## src/rtl/txPkg.sv

```systemverilog
`timescale 1ns/1ps
package txPkg;
  // Strobes the control half issues to the datapath half each cycle.
  typedef struct packed {
    logic push;       // store wrData at the queue tail
    logic loadChar;   // move queue head into the shifter as a character frame
    logic loadBreak;  // load a break frame into the shifter
    logic shift;      // advance the shifter by one bit
    logic flush;      // empty the queue and park the shifter at idle
  } txStrobe_t;
endpackage

```

## src/rtl/txCtrl.sv

```systemverilog
`timescale 1ns/1ps
module txCtrl #(
  parameter int DATA_W      = 8,
  parameter int DEPTH       = 4,
  parameter int BREAK_ZEROS = 12
) (
  input  logic             clk,
  input  logic             rstN,
  input  logic             txEnable,
  input  logic             bitTick,
  input  logic [1:0]       irqMode,
  input  logic             wrValid,
  input  logic             breakSet,
  input  logic             ovfClear,
  output txPkg::txStrobe_t strobe,
  output logic             irqPulse,
  output logic             bufFull,
  output logic             shiftEmpty,
  output logic             breakPending,
  output logic             overflow
);
  localparam int CHAR_BITS  = DATA_W + 2;
  localparam int BREAK_BITS = BREAK_ZEROS + 2;
  localparam int MAX_BITS   = (BREAK_BITS > CHAR_BITS) ? BREAK_BITS : CHAR_BITS;
  localparam int CNT_W      = $clog2(MAX_BITS + 1);
  localparam int LVL_W      = $clog2(DEPTH + 1);

  logic [LVL_W-1:0] level, levelNext;
  logic [CNT_W-1:0] bitsLeft;
  logic busy, isBreak, brkReq, ovf, irq;
  logic accept, frameEnd, slotFree, loadChar, loadBreak, irqEvent;

  always_comb begin
    accept    = txEnable && wrValid && (level != LVL_W'(DEPTH));
    frameEnd  = busy && bitTick && (bitsLeft == CNT_W'(1));
    slotFree  = bitTick && (!busy || frameEnd);
    loadBreak = txEnable && slotFree && brkReq && !(frameEnd && isBreak);
    loadChar  = txEnable && slotFree && !loadBreak && (level != '0);
    levelNext = level + LVL_W'(accept) - LVL_W'(loadChar);
    unique case (irqMode)
      2'b00:   irqEvent = loadChar;
      2'b10:   irqEvent = loadChar && (levelNext == '0);
      2'b01:   irqEvent = frameEnd && !loadChar && !loadBreak && (levelNext == '0);
      default: irqEvent = 1'b0;
    endcase
  end

  always_comb begin
    strobe.push      = accept;
    strobe.loadChar  = loadChar;
    strobe.loadBreak = loadBreak;
    strobe.shift     = txEnable && busy && bitTick;
    strobe.flush     = !txEnable;
  end

  always_ff @(posedge clk or negedge rstN) begin
    if (!rstN) begin
      level    <= '0;
      bitsLeft <= '0;
      busy     <= 1'b0;
      isBreak  <= 1'b0;
      brkReq   <= 1'b0;
      ovf      <= 1'b0;
      irq      <= 1'b0;
    end else if (!txEnable) begin
      level    <= '0;
      bitsLeft <= '0;
      busy     <= 1'b0;
      isBreak  <= 1'b0;
      brkReq   <= 1'b0;
      ovf      <= ovf && !ovfClear;
      irq      <= 1'b0;
    end else begin
      level <= levelNext;
      if (loadBreak) begin
        busy     <= 1'b1;
        isBreak  <= 1'b1;
        bitsLeft <= CNT_W'(BREAK_BITS);
      end else if (loadChar) begin
        busy     <= 1'b1;
        isBreak  <= 1'b0;
        bitsLeft <= CNT_W'(CHAR_BITS);
      end else if (frameEnd) begin
        busy     <= 1'b0;
        isBreak  <= 1'b0;
        bitsLeft <= '0;
      end else if (busy && bitTick) begin
        bitsLeft <= bitsLeft - CNT_W'(1);
      end
      brkReq <= (brkReq && !(frameEnd && isBreak)) || breakSet;
      ovf    <= (ovf && !ovfClear) || (wrValid && (level == LVL_W'(DEPTH)));
      irq    <= irqEvent;
    end
  end

  assign irqPulse     = irq;
  assign bufFull      = (level == LVL_W'(DEPTH));
  assign shiftEmpty   = !busy && (level == '0);
  assign breakPending = brkReq;
  assign overflow     = ovf;
endmodule

```

## src/rtl/txData.sv

```systemverilog
`timescale 1ns/1ps
module txData #(
  parameter int DATA_W      = 8,
  parameter int DEPTH       = 4,
  parameter int BREAK_ZEROS = 12
) (
  input  logic              clk,
  input  logic              rstN,
  input  txPkg::txStrobe_t  strobe,
  input  logic [DATA_W-1:0] wrData,
  input  logic              encoderOn,
  input  logic              idleInvert,
  output logic              txOut
);
  localparam int CHAR_BITS  = DATA_W + 2;
  localparam int BREAK_BITS = BREAK_ZEROS + 2;
  localparam int SR_W       = (BREAK_BITS > CHAR_BITS) ? BREAK_BITS : CHAR_BITS;
  localparam int PTR_W      = (DEPTH > 1) ? $clog2(DEPTH) : 1;

  logic [DATA_W-1:0] slots [DEPTH];
  logic [PTR_W-1:0]  wrPtr, rdPtr;
  logic [SR_W-1:0]   shreg;
  logic              idleLevel;

  function automatic logic [PTR_W-1:0] bump(input logic [PTR_W-1:0] p);
    return (p == PTR_W'(DEPTH - 1)) ? '0 : p + PTR_W'(1);
  endfunction

  always_ff @(posedge clk) begin
    if (strobe.push) slots[wrPtr] <= wrData;
  end

  always_ff @(posedge clk or negedge rstN) begin
    if (!rstN) begin
      wrPtr <= '0;
      rdPtr <= '0;
      shreg <= '1;
    end else if (strobe.flush) begin
      wrPtr <= '0;
      rdPtr <= '0;
      shreg <= '1;
    end else begin
      if (strobe.push) wrPtr <= bump(wrPtr);
      if (strobe.loadChar) begin
        rdPtr <= bump(rdPtr);
        shreg <= '1;
        shreg[CHAR_BITS-1:0] <= {1'b1, slots[rdPtr], 1'b0};
      end else if (strobe.loadBreak) begin
        shreg <= '1;
        shreg[BREAK_BITS-2:0] <= '0;
      end else if (strobe.shift) begin
        shreg <= {1'b1, shreg[SR_W-1:1]};
      end
    end
  end

  // Resting-level sense flips when the downstream encoder is active.
  assign idleLevel = encoderOn ? idleInvert : !idleInvert;
  assign txOut     = idleLevel ? shreg[0] : !shreg[0];
endmodule

```

## src/rtl/txSerializer.sv

```systemverilog
`timescale 1ns/1ps
module txSerializer #(
  parameter int DATA_W      = 8,
  parameter int DEPTH       = 4,
  parameter int BREAK_ZEROS = 12
) (
  input  logic              clk,
  input  logic              rstN,
  input  logic              txEnable,
  input  logic              bitTick,
  input  logic              encoderOn,
  input  logic              idleInvert,
  input  logic [1:0]        irqMode,
  input  logic              wrValid,
  input  logic [DATA_W-1:0] wrData,
  input  logic              breakSet,
  input  logic              ovfClear,
  output logic              txOut,
  output logic              irqPulse,
  output logic              bufFull,
  output logic              shiftEmpty,
  output logic              breakPending,
  output logic              overflow
);
  txPkg::txStrobe_t strobe;

  txCtrl #(.DATA_W(DATA_W), .DEPTH(DEPTH), .BREAK_ZEROS(BREAK_ZEROS)) i_ctrl (
    .clk(clk), .rstN(rstN), .txEnable(txEnable), .bitTick(bitTick),
    .irqMode(irqMode), .wrValid(wrValid), .breakSet(breakSet), .ovfClear(ovfClear),
    .strobe(strobe), .irqPulse(irqPulse), .bufFull(bufFull), .shiftEmpty(shiftEmpty),
    .breakPending(breakPending), .overflow(overflow)
  );

  txData #(.DATA_W(DATA_W), .DEPTH(DEPTH), .BREAK_ZEROS(BREAK_ZEROS)) i_data (
    .clk(clk), .rstN(rstN), .strobe(strobe), .wrData(wrData),
    .encoderOn(encoderOn), .idleInvert(idleInvert), .txOut(txOut)
  );
endmodule

```

## config.mk

```make
export PLATFORM = sky130hd
export DESIGN_NAME = txSerializer
export DESIGN_NICKNAME = d
export VERILOG_FILES = /design/src/rtl/txPkg.sv /design/src/rtl/txCtrl.sv /design/src/rtl/txData.sv /design/src/rtl/txSerializer.sv
export SDC_FILE = /design/constraint.sdc
export NUM_CORES = 1
export LEC_CHECK = 0
export BUFFER_PORTS_ARGS = -buffer_cell sky130_fd_sc_hd__buf_2
export CORE_MARGIN = 1
export CORE_UTILIZATION = 33
export CTS_CLUSTER_DIAMETER = 150
export DETAILED_ROUTE_END_ITERATION = 10
export HOLD_SLACK_MARGIN = 0.12
export PLACE_DENSITY_LB_ADDON = 0.3
export SYNTH_ARGS = -nofsm -noshare
export SYNTH_HDL_FRONTEND = slang
export SYNTH_SLANG_ARGS = --single-unit
```

## constraint.sdc

```tcl
create_clock -name clk -period 8.8 [get_ports clk]
set_input_delay 1.76 -clock clk [delete_from_list [all_inputs] [get_ports clk]]
set_output_delay 1.76 -clock clk [all_outputs]
set_load 0.05 [all_outputs]
```

==> results.ini, run 1 <==
[clocking]
cts_sinks = 61
cts.reportedPaths.clkPinSlew_ps = 70
clockRootBuffer = clkbuf_8
cts_setup_buffers = 0
cts_max_path_buffers = 2
clk_latency_ps = 340
hold_buffers = 0
cts_max_level = 3
ctsResizeCount = 0
cts-buffers-inserted = 9
cts_tree = done

[logic_synthesis]
synth.most_common_cell = edfxtp_1
synth_top_area_share_pct = 33.10
synth-edff-count = 32
synth_top_area_cell = edfxtp_1
yosys_warnings = 0
seq_area_frac_synth_pct = 58.66
synth-seq-cells = 61
synthesis.nets = 260
synth_area_per_cell_sq_um = 12.73
synthArstFlopShare_pct = 47.54
ys.flop_type = edfxtp_1
synth_common_cells = 32 x edfxtp_1, 19 x nor2_1, 18 x a21oi_1, 16 x dfrtp_1, 14 x inv_1
synth.area.top_cells = edfxtp_1 33%, dfrtp_1 14%, dfstp_2 12%, mux4_2 6.2%, ha_1 5.2%
synth_area_sq_um = 2903
postSynthCellCount = 228
synth_cell_types = 46

[min_path]
holdCritPathClass = flop to flop
min_path_cells = 2
hold_path_end = i_data.shreg[12]$_DFFE_PN1P_
min_from = i_data.shreg[12]$_DFFE_PN1P_

[place]
port_buffers = 24
dp.cells = 350
placed_area_sq_um = 3132
dp_hpwl_um = 3811
globalplace.congestion = 0.8142

[run]
timing.max_cap.violations = 0

[critical_path]
worstReg2RegEnd = i_ctrl.irqPulse$_DFF_PN0_
worstSetupPathType = input pin to output pin
required_ps = 7040
arrival_ps = 2440
reg2reg_slack_ps = 5560
end_kind = output pin
cp_max_fo = 1
ff2ff_path_depth = 14
start_kind = input pin
reg2reg_from = i_ctrl.bitsLeft[1]$_DFFE_PN0P_

[pwr]
intPower_uw = 588.9
p_switching_uw = 270.2
power.leakage_nw = 1.305
netSwitchingFraction_pct = 31.45
p_seq_share_pct = 44.3
pwr-share-clk_pct = 32.4
pwr-share-comb_pct = 23.3
p_per_area_nw_per_um2 = 256.1
ir_drop_v = 0.0001368

[sta]
finalMaxSlewViolations = 0
slew_headroom_pct = 26.86
tightestPinTransition_ps = 1092
fin_crit_ps = 4202
timing.hold.ws_ps = 504.1
setup_viol = 0
fmax_mhz = 238.0
fin_crit_sh_pct = 47.75
grt_setup_unrepaired = false
skew_ps = 8.871
setup_tns_ps = 0
finalHoldViolCount = 0

[run_status]
status = finished clean

[floorplanning]
die_w_um = 95.79
placementRows = 33
io-pin-count = 25
initial_utilization_pct = 34.63
die_area_sq_um = 9176
coreArea_sq_um = 8382
die_h_um = 95.79

[drt]
ant_nets = 0
vias = 1919
wl_per_cell_um = 15.84
drt-vias-per-instance = 5.243
wl_um = 5796
drc = 0
first_iter_violations = 113
first_pass_iters = 4

[layout]
seqCellArea_sq_um = 1703
final.fill_count = 817
final_cells = 366
synthToLayoutAreaGrowth_pct = 15.56
fin_nets = 288
drive_gt1_share_pct = 24.90
multi_input_area_sq_um = 1106
diodes = 0
final_area_sq_um = 3354

[global_routing]
grt_max_degree = 30
grt_pass1_wl_um = 9694
grt_use_total_pct = 14.55
grt_remaining_overflow = 0
antenna_found_initial = 0
grt_pass1_vias = 1978

stage by stage:
| step | utilization [%] | worst slack [ps] | total power, mW |
|---|---|---|---|
| 5_1_grt | 40.02 | 4488 | 0.9075 |
| 3_5_place_dp | 37.36 | 4431 | 0.5862 |
| 6_report | 40.02 | 4598 | 0.8592 |
| 4_1_cts | 40.02 | 4587 | 0.8685 |
| 3_3_place_gp | 37.36 | 4525 | 0.5833 |
| 2_1_floorplan | - | 4336 | 0.5306 |
worst max-delay path, stage by stage:
cell and delay [ps]:
buf_2 100, xnor2_1 170, xnor2_1 130, buf_2 270
cells in the final DEF (no fill, tap or decap), types with 2 or more instances in the layout:
master | netlist | final
a21oi_1 | 18 | 18
nor3b_1 | 2 | 2
o221ai_1 | 2 | 2
o21a_1 | 2 | 2
inv_1 | 14 | 14
a21boi_0 | 3 | 3
dfstp_2 | 13 | 13
nand2_1 | 8 | 8
nor2_1 | 19 | 19
a31oi_1 | 2 | 2
o21ai_0 | 13 | 13
clkinv_4 | 0 | 2
nand3_1 | 4 | 4
nor3_1 | 3 | 3
ha_1 | 12 | 12
or4_1 | 2 | 2
and2_1 | 6 | 6
mux2i_1 | 3 | 3
clkbuf_8 | 0 | 9
o211ai_1 | 3 | 3
buf_2 | 3 | 24
edfxtp_1 | 32 | 32
nor2b_1 | 3 | 3
a21o_1 | 2 | 2
bufinv_16 | 0 | 2
xnor2_1 | 2 | 2
buf_4 | 0 | 2
mux4_2 | 8 | 8
dfrtp_1 | 16 | 16
or3_1 | 2 | 2
a32oi_1 | 8 | 8
flip-flops by register name (all words and copies together) (netlist names):
| name | count |
|---|---|
| i_ctrl.isBreak | 1 |
| i_data.rdPtr | 2 |
| i_data.wrPtr | 2 |
| i_ctrl.bitsLeft | 4 |
| i_ctrl.breakPending | 1 |
| i_data.slots | 32 |
| i_ctrl.irqPulse | 1 |
| i_ctrl.overflow | 1 |
| i_data.shreg | 13 |
| i_ctrl.busy | 1 |
| i_ctrl.level | 3 |
layout make-up:
class / instances / area share, %
clock inverter: 7 / 2.947
inverter: 15 / 1.678
tap: 105 / 3.916
clock buffer: 9 / 3.693
sequential: 61 / 50.76
multi-input combinational: 143 / 32.97
timing repair buffer: 26 / 4.028
power by group through the flow:
stage	Sequential (mW)	Clock, mW	Combinational, mW
finish	0.381	0.279	0.200
global route	0.387	0.298	0.223
CTS	0.381	0.286	0.201
detailed placement	0.386	0	0.200
global placement	0.386	0	0.197
floorplan	0.378	0	0.153
worst max path at each step:
| stage | from | end | slack (ps) | cells after the start |
|---|---|---|---|---|
| final | idleInvert | txOut | 4600 | 4 |
| after global routing | txEnable | i_ctrl.irqPulse$_DFF_PN0_ | 4490 | 13 |
| after CTS | idleInvert | txOut | 4590 | 4 |
| after detailed placement | txEnable | i_ctrl.irqPulse$_DFF_PN0_ | 4430 | 13 |
| after global placement | txEnable | i_ctrl.irqPulse$_DFF_PN0_ | 4520 | 13 |
| after floorplan | idleInvert | txOut | 4340 | 2 |
cell families after synthesis:
| group | share of synthesized area, % |
|---|---|
| and+or+nand+nor | 10.35 |
| AOI/OAI and AO/OA | 13.23 |
| adders and majority gates | 5.862 |
| muxes | 7.241 |
| DFF | 58.66 |
| xor gates and xnor gates | 1.422 |
| buffers and inverters | 3.232 |
per-layer routing:
| layer | global-route usage (%) | wire [um] | share of wire, % | vias up |
|---|---|---|---|---|
| met5 | 0 | 0 | 0 | - |
| met4 | 4.602 | 85 | 1.5 | 0 |
| met3 | 5.213 | 300 | 5.2 | 8 |
| met2 | 22.44 | 2692 | 46 | 55 |
| met1 | 19.12 | 2717 | 47 | 942 |
| li1 | - | - | - | 914 |
Power figures use the tool's default switching activity.
==> run 2: changes to the inputs <==
- ABC_AREA: default -> 1
- clock period: 8.8 -> 3.95 ns (I/O delays scaled with it)
==> results.ini, run 2 <==
[run_status]
status = finished clean

[layout]
regMostFlops = i_data.slots
final_common_cell = nand2_1
final_cell_mix = 61 x nand2_1, 34 x nor2_1, 32 x edfxtp_1
largest_register_ffs = 32  ; unchanged
multi_input_area_sq_um = 1033  ; -6.6%
fin_nets = 355  ; +23%
diodes = 0  ; unchanged
final.fill_count = 847  ; +3.7%
synthToLayoutAreaGrowth_pct = 14.51
largestRegisters = i_data.slots (32), i_data.shreg (13), i_ctrl.bitsLeft (4)
seqCellArea_sq_um = 1703  ; unchanged
drive_gt1_share_pct = 20.12  ; -4.8 points

[critical_path]
reg2reg_slack_ps = 1040  ; -4520 ps
required_ps = 4220  ; -2820 ps
arrival_ps = 3180  ; +740 ps
cpMostUsedCell = inv_1
slowest_delay_ps = 500  ; +230 ps
ff2ff_path_depth = 17  ; +3
cp_max_fo = 12  ; +11
path_cells = inv_1, ha_1, inv_1, nor2_1, nand2_2, nand2_1, nand3_2, nor2_4, ha_1, inv_1, ha_1, inv_1, fa_1, nand3b_1, nor2_1, nand2_1, a21oi_1
worstReg2RegEnd = i_ctrl.irqPulse$_DFF_PN0_
end_kind = flop
crit_slowest_cell = fa_1
worstSetupPathType = flop to flop
start_kind = flop
reg2reg_from = i_ctrl.bitsLeft[1]$_DFFE_PN0P_

[global_routing]
grt_remaining_overflow = 0  ; unchanged
grt_pass1_vias = 1985  ; +0.35%
grt_pass1_wl_um = 9584  ; -1.1%
antenna_found_initial = 0  ; unchanged
grt_use_total_pct = 14.17  ; -0.38 points
grt_max_degree = 30  ; unchanged

[drt]
wl_um = 5730  ; -1.1%
wl_met2_um = 2613  ; -2.9%
top_layer = met4
first_iter_violations = 86  ; -24%
ant_nets = 0  ; unchanged
wl_met3_um = 253  ; -16%
m1WireLength_um = 2800  ; +3.1%
vias = 2038  ; +6.2%
wl_per_cell_um = 13.23  ; -16%
drt-vias-per-instance = 4.707  ; -10%
first_pass_iters = 4  ; unchanged
drc = 0  ; unchanged

[sta]
fin_crit_sh_pct = 73.78
grt_setup_unrepaired = false
skew_ps = 9.370  ; +0.4998 ps
setup_tns_ps = 0  ; unchanged
fin_crit_ps = 2914
setup_viol = 0  ; unchanged
worst_slack_ps = 1036  ; -3563 ps
finalMaxSlewViolations = 0  ; unchanged
slew_headroom_pct = 45.13  ; +18 points
fmax_mhz = 343.1
tightestPinTransition_ps = 820.0  ; -271.9 ps
finalHoldViolCount = 0  ; unchanged

[clocking]
hold_buffers = 0  ; unchanged
cts_max_path_buffers = 2  ; unchanged
clockRootBuffer = clkbuf_8
clk_latency_ps = 340  ; about the same
cts-buffers-inserted = 9  ; unchanged
cts_max_level = 3  ; unchanged
cts.reportedPaths.clkPinSlew_ps = 80  ; about the same
cts_tree = done
cts_setup_buffers = 0  ; unchanged
cts_sinks = 61  ; unchanged
ctsResizeCount = 0  ; unchanged

[floorplanning]
placementRows = 33  ; unchanged
initial_utilization_pct = 34.89  ; +0.25 points
die_h_um = 96.13  ; +0.35%
die_area_sq_um = 9241  ; +0.71%
io-pin-count = 25  ; unchanged
die_w_um = 96.13  ; +0.35%
coreArea_sq_um = 8382  ; unchanged

[min_path]
min_path_cells = 2  ; unchanged
holdCritPathClass = flop to flop
hold_path_end = i_data.shreg[4]$_DFFE_PN1P_
min_from = i_data.shreg[4]$_DFFE_PN1P_

[logic_synthesis]
synth_common_cells = 61 x nand2_1, 34 x nor2_1, 32 x edfxtp_1, 30 x inv_1, 30 x nand3_1
synth_top_area_cell = edfxtp_1
synth-seq-cells = 61  ; unchanged
synth_area_per_cell_sq_um = 9.845  ; -23%
postSynthCellCount = 297  ; +30%
ys.flop_type = edfxtp_1
synth_top_area_share_pct = 32.86  ; -0.24 points
yosys_warnings = 0  ; unchanged
synth.area.top_cells = edfxtp_1 33%, dfrtp_1 14%, dfstp_2 12%, nand2_1 7.8%, ha_1 5.1%
synth_cell_types = 31  ; -33%
synth.most_common_cell = nand2_1
synthesis.nets = 329  ; +27%
synth-edff-count = 32  ; unchanged
synth_area_sq_um = 2924  ; +0.73%
synthArstFlopShare_pct = 47.54  ; unchanged
seq_area_frac_synth_pct = 58.24  ; -0.43 points

[pwr]
p_per_area_nw_per_um2 = 594.4  ; +130%
ir_drop_v = 0.0002530  ; +85%
power_mw = 1.990  ; +130%
power.leakage_nw = 1.463  ; +12%

[place]
port_buffers = 24  ; unchanged
dp_hpwl_um = 3813  ; about the same
globalplace.congestion = 0.7884  ; -3.2%
dp_slack_ps = 781.0  ; -3650 ps

[run]
timing.max_cap.violations = 0  ; unchanged

## run 2: changes by cell type after synthesis, sizes merged, moves of 6 or more
cell   change
a21oi     -15
a32oi      -8
and2       -6
inv       +19
mux4       -8
nand2     +56
nand3     +27
nor2      +17
o21ai     +10
o22ai      +8
## run 2: worst max-delay path by stage
stage / from / to / slack [ps] / cells after the start
5_1_grt: i_ctrl.bitsLeft[1]$_DFFE_PN0P_ / i_ctrl.irqPulse$_DFF_PN0_ / 830 / 17
3_3_place_gp: bitTick / i_ctrl.irqPulse$_DFF_PN0_ / 860 / 16
3_5_place_dp: bitTick / i_ctrl.irqPulse$_DFF_PN0_ / 780 / 16
2_1_floorplan: bitTick / i_ctrl.irqPulse$_DFF_PN0_ / 1080 / 16
4_1_cts: i_ctrl.bitsLeft[1]$_DFFE_PN0P_ / i_ctrl.irqPulse$_DFF_PN0_ / 1030 / 17
6_report: i_ctrl.bitsLeft[1]$_DFFE_PN0P_ / i_ctrl.irqPulse$_DFF_PN0_ / 1040 / 17
## run 2: cells by family (layout without fill, tap and decap cells)
| group | Yosys count | count (layout) | share of synthesized area (%) |
|---|---|---|---|
| simple gates | 137 | 137 | 20.97 |
| buf+inv | 44 | 75 | 6.418 |
| flops | 61 | 61 | 58.24 |
| fa+ha+maj | 13 | 13 | 5.819 |
| compound gates | 38 | 38 | 7.360 |
| xor+xnor | 4 | 4 | 1.198 |
## run 2: power breakdown
part / total, mW / switching, mW / internal, mW
sequential: 0.863 / 0.0702 / 0.792
clock: 0.622 / 0.263 / 0.358
combinational: 0.506 / 0.337 / 0.169
## run 2: stage by stage
| step | cell area [sq um] | instances | hold slack, ps | util [%] |
|---|---|---|---|---|
| final | 3348 | 433 | 468.9 | 39.95 |
| after global routing | 3348 | 433 | 499.2 | 39.95 |
| after CTS | 3348 | 433 | 470.6 | 39.95 |
| after detailed placement | 3127 | 417 | 459.4 | 37.30 |
| after global placement | 3127 | 417 | 456.2 | 37.30 |
| after floorplan | 2924 | 297 | 446.6 | - |
## run 2: critical path: cells and delay by family (launching register included)
family / cells / cell delay [ps]
AND/OR/NAND/NOR: 8 / 1070
buffers and inverters: 4 / 260
adder cells (fa/ha/maj): 4 / 1030
AO/OA/AOI/OAI: 1 / 110
flip-flops: 1 / 380
## run 2: layer usage
metal	vias up	global-route usage (%)
met5	-	0
met4	0	5.224
met3	8	4.739
met2	41	22.40
met1	951	17.96
li1	1038	-
## run 2: layout make-up
| cell class | instances | area share, % |
|---|---|---|
| Clock buffer | 9 | 3.700 |
| Timing Repair Buffer | 26 | 4.036 |
| Inverter | 33 | 3.700 |
| Clock inverter | 7 | 2.915 |
| Sequential cell | 61 | 50.86 |
| Multi-Input combinational cell | 192 | 30.87 |
| Tap cell | 105 | 3.924 |
